`src/rtl/chain_dma_pkg.sv`:
```
package chain_dma_pkg;

  typedef enum logic [2:0] {
    S_IDLE, S_FETCH, S_READ, S_WRITE, S_ROWEND, S_DONE, S_NEXT
  } cdma_state_e;

  localparam int DESC_WORDS = 6;

  // info word bit positions
  localparam int IB_IRQ_EN   = 0;
  localparam int IB_ROWMODE  = 1;
  localparam int IB_DST_STEP = 4;
  localparam int IB_DST_SKIP = 7;
  localparam int IB_SRC_STEP = 8;
  localparam int IB_SRC_SKIP = 11;

  // control-block word order
  localparam int W_INFO   = 0;
  localparam int W_SRC    = 1;
  localparam int W_DST    = 2;
  localparam int W_LEN    = 3;
  localparam int W_STRIDE = 4;
  localparam int W_NEXT   = 5;

endpackage

```
`src/rtl/cdma_geom.sv`:
```
module cdma_geom #(
  parameter int DW     = 32,
  parameter int ROW_W  = 16,
  parameter int ROWS_W = 14
) (
  input  logic             row_mode,
  input  logic [DW-1:0]    len_word,
  input  logic [DW-1:0]    stride_word,
  output logic [DW-1:0]    row_bytes,
  output logic [ROW_W-1:0] rows,
  output logic [DW-1:0]    src_off,
  output logic [DW-1:0]    dst_off
);
  localparam int HALF = DW / 2;

  always_comb begin
    if (row_mode) begin
      row_bytes = DW'(len_word[ROW_W-1:0]);
      rows      = ROW_W'(len_word[ROW_W +: ROWS_W]) + ROW_W'(1);
      src_off   = {{HALF{stride_word[HALF-1]}}, stride_word[HALF-1:0]};
      dst_off   = {{HALF{stride_word[DW-1]}}, stride_word[DW-1:HALF]};
    end else begin
      row_bytes = len_word;
      rows      = ROW_W'(1);
      src_off   = '0;
      dst_off   = '0;
    end
  end
endmodule

```
`src/rtl/cdma_cursor.sv`:
```
module cdma_cursor #(
  parameter int AW   = 32,
  parameter int STEP = 4
) (
  input  logic          clk,
  input  logic          rst_n,
  input  logic          load,
  input  logic [AW-1:0] load_val,
  input  logic          beat,
  input  logic          step_en,
  input  logic          jump,
  input  logic [AW-1:0] offset,
  output logic [AW-1:0] addr
);
  logic [AW-1:0] addr_d;
  logic          addr_en;

  always_comb begin
    addr_en = load | jump | (beat & step_en);
    if (load)      addr_d = load_val;
    else if (jump) addr_d = addr + offset;
    else           addr_d = addr + AW'(STEP);
  end

  always_ff @(posedge clk or negedge rst_n) begin
    if (!rst_n)       addr <= '0;
    else if (addr_en) addr <= addr_d;
  end
endmodule

```
`src/rtl/chain_dma.sv`:
```
module chain_dma
  import chain_dma_pkg::*;
#(
  parameter int AW     = 32,
  parameter int DW     = 32,
  parameter int ROW_W  = 16,
  parameter int ROWS_W = 14
) (
  input  logic          clk,
  input  logic          rst_n,
  input  logic          start,
  input  logic          enable,
  input  logic [AW-1:0] first_desc,
  output logic          busy,
  output logic [AW-1:0] cur_desc_addr,
  output logic [DW-1:0] cur_info,
  output logic [AW-1:0] cur_src,
  output logic [AW-1:0] cur_dst,
  output logic [DW-1:0] cur_len,
  output logic [DW-1:0] cur_stride,
  output logic [AW-1:0] cur_next,
  output logic          desc_done,
  output logic          end_flag,
  output logic          irq,
  output logic          mem_req,
  output logic          mem_we,
  output logic [AW-1:0] mem_addr,
  output logic [DW-1:0] mem_wdata,
  input  logic [DW-1:0] mem_rdata,
  input  logic          mem_ready
);
  localparam int BYTES = DW / 8;
  localparam int IDX_W = $clog2(DESC_WORDS);
  localparam logic [IDX_W-1:0] IDX_LAST = IDX_W'(DESC_WORDS - 1);

  cdma_state_e      st_q, st_d;
  logic [IDX_W-1:0] idx_q;
  logic [AW-1:0]    cb_q;
  logic [DW-1:0]    info_q, len_q, stride_q, data_q, xrem_q, row_q;
  logic [AW-1:0]    next_q;
  logic [ROW_W-1:0] yrem_q;
  logic             end_q, irq_q;

  logic             start_ok, fetch_hs, setup, rd_done, beat_done;
  logic             row_jump, src_skip, dst_skip;
  logic [DW-1:0]    xnext, g_row_bytes, g_src_off, g_dst_off;
  logic [ROW_W-1:0] g_rows;

  assign src_skip  = info_q[IB_SRC_SKIP];
  assign dst_skip  = info_q[IB_DST_SKIP];
  assign start_ok  = (st_q == S_IDLE) && start && enable && (first_desc != '0);
  assign fetch_hs  = (st_q == S_FETCH) && mem_ready;
  assign setup     = fetch_hs && (idx_q == IDX_LAST);
  assign rd_done   = (st_q == S_READ) && (src_skip || mem_ready);
  assign beat_done = (st_q == S_WRITE) && (dst_skip || mem_ready);
  assign row_jump  = (st_q == S_ROWEND) && (yrem_q > ROW_W'(1));
  assign xnext     = (xrem_q > DW'(BYTES)) ? xrem_q - DW'(BYTES) : '0;

  cdma_geom #(.DW(DW), .ROW_W(ROW_W), .ROWS_W(ROWS_W)) u_geom (
    .row_mode    (info_q[IB_ROWMODE]),
    .len_word    (len_q),
    .stride_word (stride_q),
    .row_bytes   (g_row_bytes),
    .rows        (g_rows),
    .src_off     (g_src_off),
    .dst_off     (g_dst_off)
  );

  cdma_cursor #(.AW(AW), .STEP(BYTES)) u_src (
    .clk      (clk),
    .rst_n    (rst_n),
    .load     (fetch_hs && (idx_q == IDX_W'(W_SRC))),
    .load_val (mem_rdata),
    .beat     (rd_done),
    .step_en  (info_q[IB_SRC_STEP]),
    .jump     (row_jump),
    .offset   (g_src_off),
    .addr     (cur_src)
  );

  cdma_cursor #(.AW(AW), .STEP(BYTES)) u_dst (
    .clk      (clk),
    .rst_n    (rst_n),
    .load     (fetch_hs && (idx_q == IDX_W'(W_DST))),
    .load_val (mem_rdata),
    .beat     (beat_done),
    .step_en  (info_q[IB_DST_STEP]),
    .jump     (row_jump),
    .offset   (g_dst_off),
    .addr     (cur_dst)
  );

  // next-state logic
  always_comb begin
    st_d = st_q;
    unique case (st_q)
      S_IDLE:   if (start_ok) st_d = S_FETCH;
      S_FETCH:  if (setup) st_d = (g_row_bytes != '0) ? S_READ : S_ROWEND;
      S_READ:   if (rd_done) st_d = S_WRITE;
      S_WRITE:  if (beat_done) st_d = (xnext == '0) ? S_ROWEND : S_READ;
      S_ROWEND: if (row_jump) st_d = (row_q != '0) ? S_READ : S_ROWEND;
                else st_d = S_DONE;
      S_DONE:   st_d = S_NEXT;
      S_NEXT:   st_d = (enable && (next_q != '0)) ? S_FETCH : S_IDLE;
      default:  st_d = S_IDLE;
    endcase
  end

  // memory request decode
  always_comb begin
    mem_req   = 1'b0;
    mem_we    = 1'b0;
    mem_addr  = '0;
    mem_wdata = data_q;
    unique case (st_q)
      S_FETCH: begin
        mem_req  = 1'b1;
        mem_addr = cb_q + AW'(idx_q) * AW'(BYTES);
      end
      S_READ: begin
        mem_req  = !src_skip;
        mem_addr = cur_src;
      end
      S_WRITE: begin
        mem_req  = !dst_skip;
        mem_we   = 1'b1;
        mem_addr = cur_dst;
      end
      default: ;
    endcase
  end

  always_ff @(posedge clk or negedge rst_n) begin
    if (!rst_n) begin
      st_q     <= S_IDLE;
      idx_q    <= '0;
      cb_q     <= '0;
      info_q   <= '0;
      len_q    <= '0;
      stride_q <= '0;
      next_q   <= '0;
      data_q   <= '0;
      xrem_q   <= '0;
      row_q    <= '0;
      yrem_q   <= '0;
      end_q    <= 1'b0;
      irq_q    <= 1'b0;
    end else begin
      st_q <= st_d;
      if (st_q == S_IDLE || st_q == S_NEXT) idx_q <= '0;
      else if (fetch_hs)                    idx_q <= idx_q + IDX_W'(1);
      if (start_ok)             cb_q <= first_desc;
      else if (st_q == S_NEXT)  cb_q <= next_q;
      if (fetch_hs) begin
        unique case (idx_q)
          IDX_W'(W_INFO):   info_q   <= mem_rdata;
          IDX_W'(W_LEN):    len_q    <= mem_rdata;
          IDX_W'(W_STRIDE): stride_q <= mem_rdata;
          IDX_W'(W_NEXT):   next_q   <= mem_rdata;
          default: ;
        endcase
      end
      if (setup) begin
        xrem_q <= g_row_bytes;
        row_q  <= g_row_bytes;
        yrem_q <= g_rows;
      end
      if (rd_done) data_q <= src_skip ? '0 : mem_rdata;
      if (beat_done) begin
        xrem_q <= xnext;
        len_q  <= info_q[IB_ROWMODE] ? {yrem_q, xnext[ROW_W-1:0]} : xnext;
      end
      if (row_jump) begin
        yrem_q <= yrem_q - ROW_W'(1);
        xrem_q <= row_q;
      end
      if (start_ok) begin
        end_q <= 1'b0;
        irq_q <= 1'b0;
      end else if (st_q == S_DONE) begin
        end_q <= 1'b1;
        irq_q <= irq_q | info_q[IB_IRQ_EN];
      end
    end
  end

  assign busy          = (st_q != S_IDLE);
  assign desc_done     = (st_q == S_DONE);
  assign end_flag      = end_q;
  assign irq           = irq_q;
  assign cur_desc_addr = cb_q;
  assign cur_info      = info_q;
  assign cur_len       = len_q;
  assign cur_stride    = stride_q;
  assign cur_next      = next_q;

  p_quiet_idle_r1: assert property (@(posedge clk) disable iff (!rst_n)
    !busy |-> !mem_req);

  p_no_write_skip_r5: assert property (@(posedge clk) disable iff (!rst_n)
    (mem_req && mem_we) |-> !dst_skip);

  p_done_pulse_r8: assert property (@(posedge clk) disable iff (!rst_n)
    desc_done |=> !desc_done);

  p_irq_after_done_r8: assert property (@(posedge clk) disable iff (!rst_n)
    $rose(irq) |-> $past(desc_done));

  p_stop_on_disable_r10: assert property (@(posedge clk) disable iff (!rst_n)
    (st_q == S_NEXT && !enable) |=> !busy);

  p_req_hold_r11: assert property (@(posedge clk) disable iff (!rst_n)
    (mem_req && !mem_ready) |=>
      (mem_req && $stable(mem_addr) && $stable(mem_we) && $stable(mem_wdata)));

endmodule

```
`config.mk`:
```
export PLATFORM = sky130hd
export DESIGN_NAME = chain_dma
export DESIGN_NICKNAME = d
export VERILOG_FILES = /design/src/rtl/chain_dma_pkg.sv /design/src/rtl/cdma_geom.sv /design/src/rtl/cdma_cursor.sv /design/src/rtl/chain_dma.sv
export SDC_FILE = /design/constraint.sdc
export NUM_CORES = 1
export LEC_CHECK = 0
export BUFFER_PORTS_ARGS = -buffer_cell sky130_fd_sc_hd__buf_4
export CAP_MARGIN = 10
export CORE_MARGIN = 1.5
export CORE_UTILIZATION = 53
export CTS_CLUSTER_SIZE = 12
export DETAILED_ROUTE_END_ITERATION = 7
export GPL_ROUTABILITY_DRIVEN = 0
export GPL_TIMING_DRIVEN = 1
export PLACE_DENSITY = 0.84
export SYNTH_ARGS = -nofsm -noshare
export SYNTH_HDL_FRONTEND = slang
export SYNTH_HIERARCHICAL = 1
export SYNTH_SLANG_ARGS = --single-unit
export TNS_END_PERCENT = 20
```
`constraint.sdc`:
```
create_clock -name clk -period 3.3 [get_ports clk]
set_input_delay 0.66 -clock clk [delete_from_list [all_inputs] [get_ports clk]]
set_output_delay 0.66 -clock clk [all_outputs]
set_load 0.05 [all_outputs]
```
==> impl_metrics.toml, run 1 <==
[status]
status = "finished, violations left"
violations = "setup timing"

[sta]
fin_setup_tns_ns = -1.34
hold_viol = 0
finalCritPeriodShare_pct = 104
rsz0062_at_grt = "yes"
skew_ns = 0.0243
relSlewSlack_pct = 21.3
worst-slew-pin-transition_ns = 1.18
max_freq_mhz = 291
fin_crit_ns = 3.44
setup_ws_ns = -0.139
finalMaxSlewViolations = 0
setup_viol = 17

[pwr]
power_switching_share_pct = 37.5
seqPwrFrac_pct = 39.8
internal_power_uw = 8340
peakVddDrop_v = 0.000572
power_density_nw_per_um2 = 478
p_switching_uw = 5000
p_leak_uw = 0.0132
p_clk_share_pct = 33.5
combPwrFrac_pct = 26.7

[worst_setup_path]
rr_endpoint = "u_src/addr[28]$_DFFE_PN0P_"
r2r-start = "cur_info[1]$_DFFE_PN0P_"
rr_worst_depth = 12
start_kind = "flip-flop"
arrival_ns = 2.78
critPathKind = "flip-flop to output port"
crit_path_end_kind = "output port"
crit_fanout = 5
r2r_slack_ns = 0.05
critPathRequiredTime_ns = 2.64

[final_layout]
post-route-util_pct = 65.0
stdcell_count = 3573
nNetsFinal = 3104
mostFrequentLayoutCell = "buf_4"
area_delta_synth_final_pct = 21.4
finalInstanceArea_sq_um = 27900
drive_gt1_share_pct = 23.6
final_cell_mix = "buf_4, nand2_1, dfrtp_1, nor2_1, a21oi_1"

[floorplanning]
fp-row-count = 76
dieWidth_um = 211
die_y_um = 211
boundaryPins = 363
coreArea_sq_um = 43000
die-area_sq_um = 44600
initial_utilization_pct = 53.5

[logic_synthesis]
synthFlopType = "dfrtp_1"
synth_edf_count = 0
ys_ff_latch = 344
synth.distinct_cells = 100
synth_cells = 2643
seq_area_frac_synth_pct = 37.4
synth_top_area_share_pct = 37.4
synth_top_cells_by_area = "dfrtp_1, nand2_1, ha_1, xnor2_1, mux2_2"
syn-num-nets = 2792
netlist_area_sq_um = 23000
synthArstFlopShare_pct = 100
syn_area_per_cell_sq_um = 8.70
yosys_warnings = 6
yosys.area.top_type = "dfrtp_1"

[routing]
antenna_left = 0
drtPass1Iterations = 8
num_vias = 24300
detail_route.wl_per_cell_um = 25.9
drc = 0
viasPerCell = 6.80
first_iter_violations = 4212
wl_um = 92400

[global_route]
grt_pass1_wl_um = 138000
antenna_found_initial = 5
grtUsageTotal_pct = 40.7
overflow = 0
grt_pass1_vias = 22900
grt_max_degree = 88

[worst_hold_path]
hp-class = "primary input to async pin"

[cts]
clock-root-buffer = "clkbuf_16"
clk_pin_slew_ns = 0.06
cts_buffers = 40
cts_tree = "done"
htreeDepth = 2
clk_path_buf_depth = 3
clock_latency_ns = 0.58
clkSinkCount = 344

[placement]
port_buffers = 362
place_area_sq_um = 26400
dpl.hpwl_um = 64900
placedCellCount = 3492
pre_cts_ws_ns = 0.0959

[run]
drv_cap = 0
-- synthesized netlist by cell type (all sizes together), types with 11 or more instances --
| master | instances |
|---|---|
| a31oi | 15 |
| o211ai | 30 |
| and4 | 12 |
| o22ai | 50 |
| inv | 61 |
| ha | 77 |
| mux2 | 74 |
| nor3 | 68 |
| o21a | 11 |
| clkbuf | 102 |
| xnor2 | 97 |
| and2 | 44 |
| nand4 | 43 |
| dfrtp | 344 |
| mux2i | 40 |
| nand3 | 69 |
| a221o | 14 |
| and3 | 19 |
| nor4 | 57 |
| or4 | 11 |
| buf | 98 |
| a22o | 32 |
| xor2 | 58 |
| nand2 | 427 |
| a22oi | 59 |
| o31ai | 25 |
| a211oi | 35 |
| o21ai | 133 |
| or3 | 22 |
| nor2b | 29 |
| a21oi | 144 |
| a21o | 39 |
| nor2 | 170 |
| o21bai | 12 |
-- worst max-delay path by stage --
| stage | start | endpoint | slack (ns) | cells past startpoint |
|---|---|---|---|---|
| 2_1_floorplan | cur_desc_addr[2]$_DFFE_PN0P_ | mem_addr[28] | -0.25 | 9 |
| 3_3_place_gp | cur_info[1]$_DFFE_PN0P_ | u_dst/addr[28]$_DFFE_PN0P_ | 0.21 | 12 |
| 3_5_place_dp | cur_info[1]$_DFFE_PN0P_ | u_src/addr[30]$_DFFE_PN0P_ | 0.1 | 11 |
| 4_1_cts | idx_q[0]$_DFFE_PN0P_ | mem_addr[22] | -0.16 | 10 |
| 5_1_grt | idx_q[0]$_DFFE_PN0P_ | mem_addr[22] | -0.20 | 10 |
| 6_report | idx_q[0]$_DFFE_PN0P_ | mem_addr[22] | -0.14 | 10 |
-- metrics by stage --
stage | hold slack, ns | total power, uW
finish | 0.120 | 13300
global placement | 0.487 | 8700
floorplan | 0.364 | 7580
global route | 0.166 | 13800
CTS | 0.129 | 13200
detailed placement | 0.493 | 8800
-- area by class of cell --
class / count / area (sq um)
fill: 3425 / 15100
multi-input combinational: 2038 / 13400
sequential: 344 / 8610
timing repair buffer: 470 / 3630
clock buffer: 57 / 1170
tap: 585 / 732
inverter: 61 / 230
clock inverter: 12 / 139
antenna: 6 / 15.0
-- power groups by stage --
| stage | combinational (uW) | clock [uW] | sequential [uW] |
|---|---|---|---|
| CTS | 3490 | 4480 | 5260 |
| floorplan | 1700 | 0 | 5880 |
| finish | 3570 | 4470 | 5310 |
| global placement | 3390 | 0 | 5310 |
| global route | 3760 | 4660 | 5340 |
| detailed placement | 3470 | 0 | 5330 |
-- cell families (layout without fill, tap and decap cells) --
kind of cell,after synthesis,count (layout),synth area share (%)
buf+inv,261,600,5.34
flops,344,344,37.4
simple gates,1011,1011,21.3
fa+ha+maj,80,80,4.45
xor+xnor,155,155,5.90
mux,114,114,5.36
other cells,1,7,0.0163
compound gates,677,677,20.2
-- per-layer routing --
layer  routed length [um]  GRT usage (%)  up-vias
li1                     -              -    10200
met1                32000           50.3    11400
met2                39800           60.5     2123
met3                12900           12.4      544
met4                 7780           29.4        2
met5                   15              0        -
-- repair_timing --
| item | 4_1_cts | 5_1_grt |
|---|---|---|
| endpoints found under the setup margin | 23 | 29 |
| buffers inserted | 3 | 3 |
| pin swaps | 8 | 14 |
| hold buffers | 0 | 0 |
| resized for setup | 17 | 30 |
-- critical path, cell delays in order (launching register included) --
cell     delay [ns]
dfrtp_1        0.38
ha_2           0.20
fa_2           0.36
a21o_4         0.24
and4_4         0.19
and2_4         0.16
nand2_4        0.07
nor2_2         0.05
xnor2_1        0.14
o22ai_1        0.18
buf_4          0.23
Power figures use the tool's default switching activity.
==> run 2, diff against run 1 <==
--- a/config.mk
+++ b/config.mk
@@ -13,7 +13,9 @@
 export DETAILED_ROUTE_END_ITERATION = 7
 export GPL_ROUTABILITY_DRIVEN = 0
 export GPL_TIMING_DRIVEN = 1
+export HOLD_SLACK_MARGIN = 0.1
 export PLACE_DENSITY = 0.84
+export SETUP_SLACK_MARGIN = 0.1
 export SYNTH_ARGS = -nofsm -noshare
 export SYNTH_HDL_FRONTEND = slang
 export SYNTH_HIERARCHICAL = 1
==> impl_metrics.toml, run 2 (synthesized netlist as in run 1, its figures left out) <==
[status]
status = "finished, violations left"
violations = "setup timing"

[final_layout]
drive_gt1_share_pct = 24.9
area_delta_synth_final_pct = 22.9
post-route-util_pct = 65.7
nNetsFinal = 3111
mostFrequentLayoutCell = "buf_4"
final_cell_mix = "buf_4, nand2_1, dfrtp_1, nor2_1, a21oi_1"
nFillCells = 3364

[worst_hold_path]
hp-class = "primary input to async pin"

[worst_setup_path]
crit_path_end_kind = "output port"
crit_fanout = 5
rr_worst_depth = 11
r2r-start = "cur_info[1]$_DFFE_PN0P_"
r2r_slack_ns = 0.10
crit_start = "cur_desc_addr[8]$_DFFE_PN0P_"
critPathRequiredTime_ns = 2.64
start_kind = "flip-flop"
rr_endpoint = "u_dst/addr[10]$_DFFE_PN0P_"
critPathKind = "flip-flop to output port"
arrival_ns = 2.82

[global_route]
grtUsageTotal_pct = 40.4
grt_pass1_vias = 22800
antenna_found_initial = 4
grt_pass1_wl_um = 137000
overflow = 0
grt_max_degree = 89

[floorplanning]
boundaryPins = 363
dieWidth_um = 211
coreArea_sq_um = 43000
initial_utilization_pct = 53.5
die-area_sq_um = 44600
die_y_um = 211
fp-row-count = 76

[cts]
cts_buffers = 40
clock-root-buffer = "clkbuf_16"
clk_path_buf_depth = 3
clock_latency_ns = 0.58
htreeDepth = 2
clkSinkCount = 344
cts_tree = "done"
clk_pin_slew_ns = 0.06

[pwr]
p_leak_uw = 0.0133
peakVddDrop_v = 0.000613
power_density_nw_per_um2 = 475

[placement]
dpl.hpwl_um = 65400
pre_cts_ws_ns = 0.0857
port_buffers = 362

[routing]
antenna_left = 0
viasPerCell = 6.81
first_iter_violations = 3868
num_vias = 24400
detail_route.wl_per_cell_um = 25.9
drtPass1Iterations = 7
drc = 0
wl_um = 92700

[sta]
setup_viol = 17
finalCritPeriodShare_pct = 106
relSlewSlack_pct = 22.4
worst-slew-pin-transition_ns = 1.16
setup_ws_ns = -0.183
finalMaxSlewViolations = 0
hold_viol = 0
fin_setup_tns_ns = -1.77
max_freq_mhz = 287
rsz0062_at_grt = "yes"
fin_crit_ns = 3.48
skew_ns = 0.0201

[run]
drv_cap = 0
## run 2: cell types whose count changed in the layout (fill, tap and decap cells not counted), sizes merged
cell	delta
bufinv	+1
clkinvlp	-3
inv	+2
buf	+7
clkinv	+2
## run 2: how the worst max path moves through the flow
stage                                            end  slack [ns]  depth (start not counted)
after floorplan                         mem_addr[24]       -0.15                          8
after global placement    u_src/addr[28]$_DFFE_PN0P_        0.17                         12
after detailed placement  u_src/addr[28]$_DFFE_PN0P_        0.09                         12
after CTS                               mem_addr[30]       -0.11                         10
after global routing                    mem_addr[30]       -0.23                         10
final                                   mem_addr[31]       -0.18                          8
## run 2: layer usage
layer / vias up / GRT usage [%] / share of wire (%)
met1: 11600 / 49.2 / 35
li1: 10200 / - / -
met4: 4 / 30.0 / 8.3
met2: 2110 / 59.5 / 43
met5: - / 0.890 / 0.023
met3: 519 / 13.3 / 13
## run 2: worst max-delay path, cell delays in order, from the launching register on
cell and delay (ns):
dfrtp_1 0.46, and4_2 0.32, nand2_1 0.14, nand4bb_4 0.26
or2_4 0.30, nor4_4 0.30, xnor2_2 0.13, o22ai_4 0.16
buf_6 0.18
## run 2: report_power, final
| group | internal [uW] | switching (uW) |
|---|---|---|
| registers | 4600 | 697 |
| logic | 1190 | 2410 |
| clock network | 2640 | 1870 |
| total | 8430 | 4980 |
## run 2: what timing repair did
action,4_1_cts,5_1_grt
pin swaps,4,25
endpoints found under the setup margin,33,42
hold buffers,0,0
buffers inserted,4,10
gates resized for setup,42,47
gates cloned,0,0
## run 2: final cells by class
cell class	instances	area (sq um)	area share, %
antenna	6	15.0	0.0531
tap	585	732	2.59
clock inverter	14	134	0.474
multi-input combinational	2038	13600	48.2
inverter	61	230	0.815
clock buffer	57	1180	4.16
timing repair buffer	477	3740	13.2
sequential	344	8620	30.5
## run 2: per-stage QoR
step / hold WS, ns / total power [uW] / cell area (sq um) / std cells
2_1_floorplan: 0.364 / 7580 / 23100 / 2643
3_3_place_gp: 0.487 / 8710 / 26400 / 3491
3_5_place_dp: 0.487 / 8800 / 26400 / 3491
4_1_cts: 0.152 / 13300 / 27900 / 3566
5_1_grt: 0.176 / 13800 / 28200 / 3576
6_report: 0.134 / 13400 / 28300 / 3582
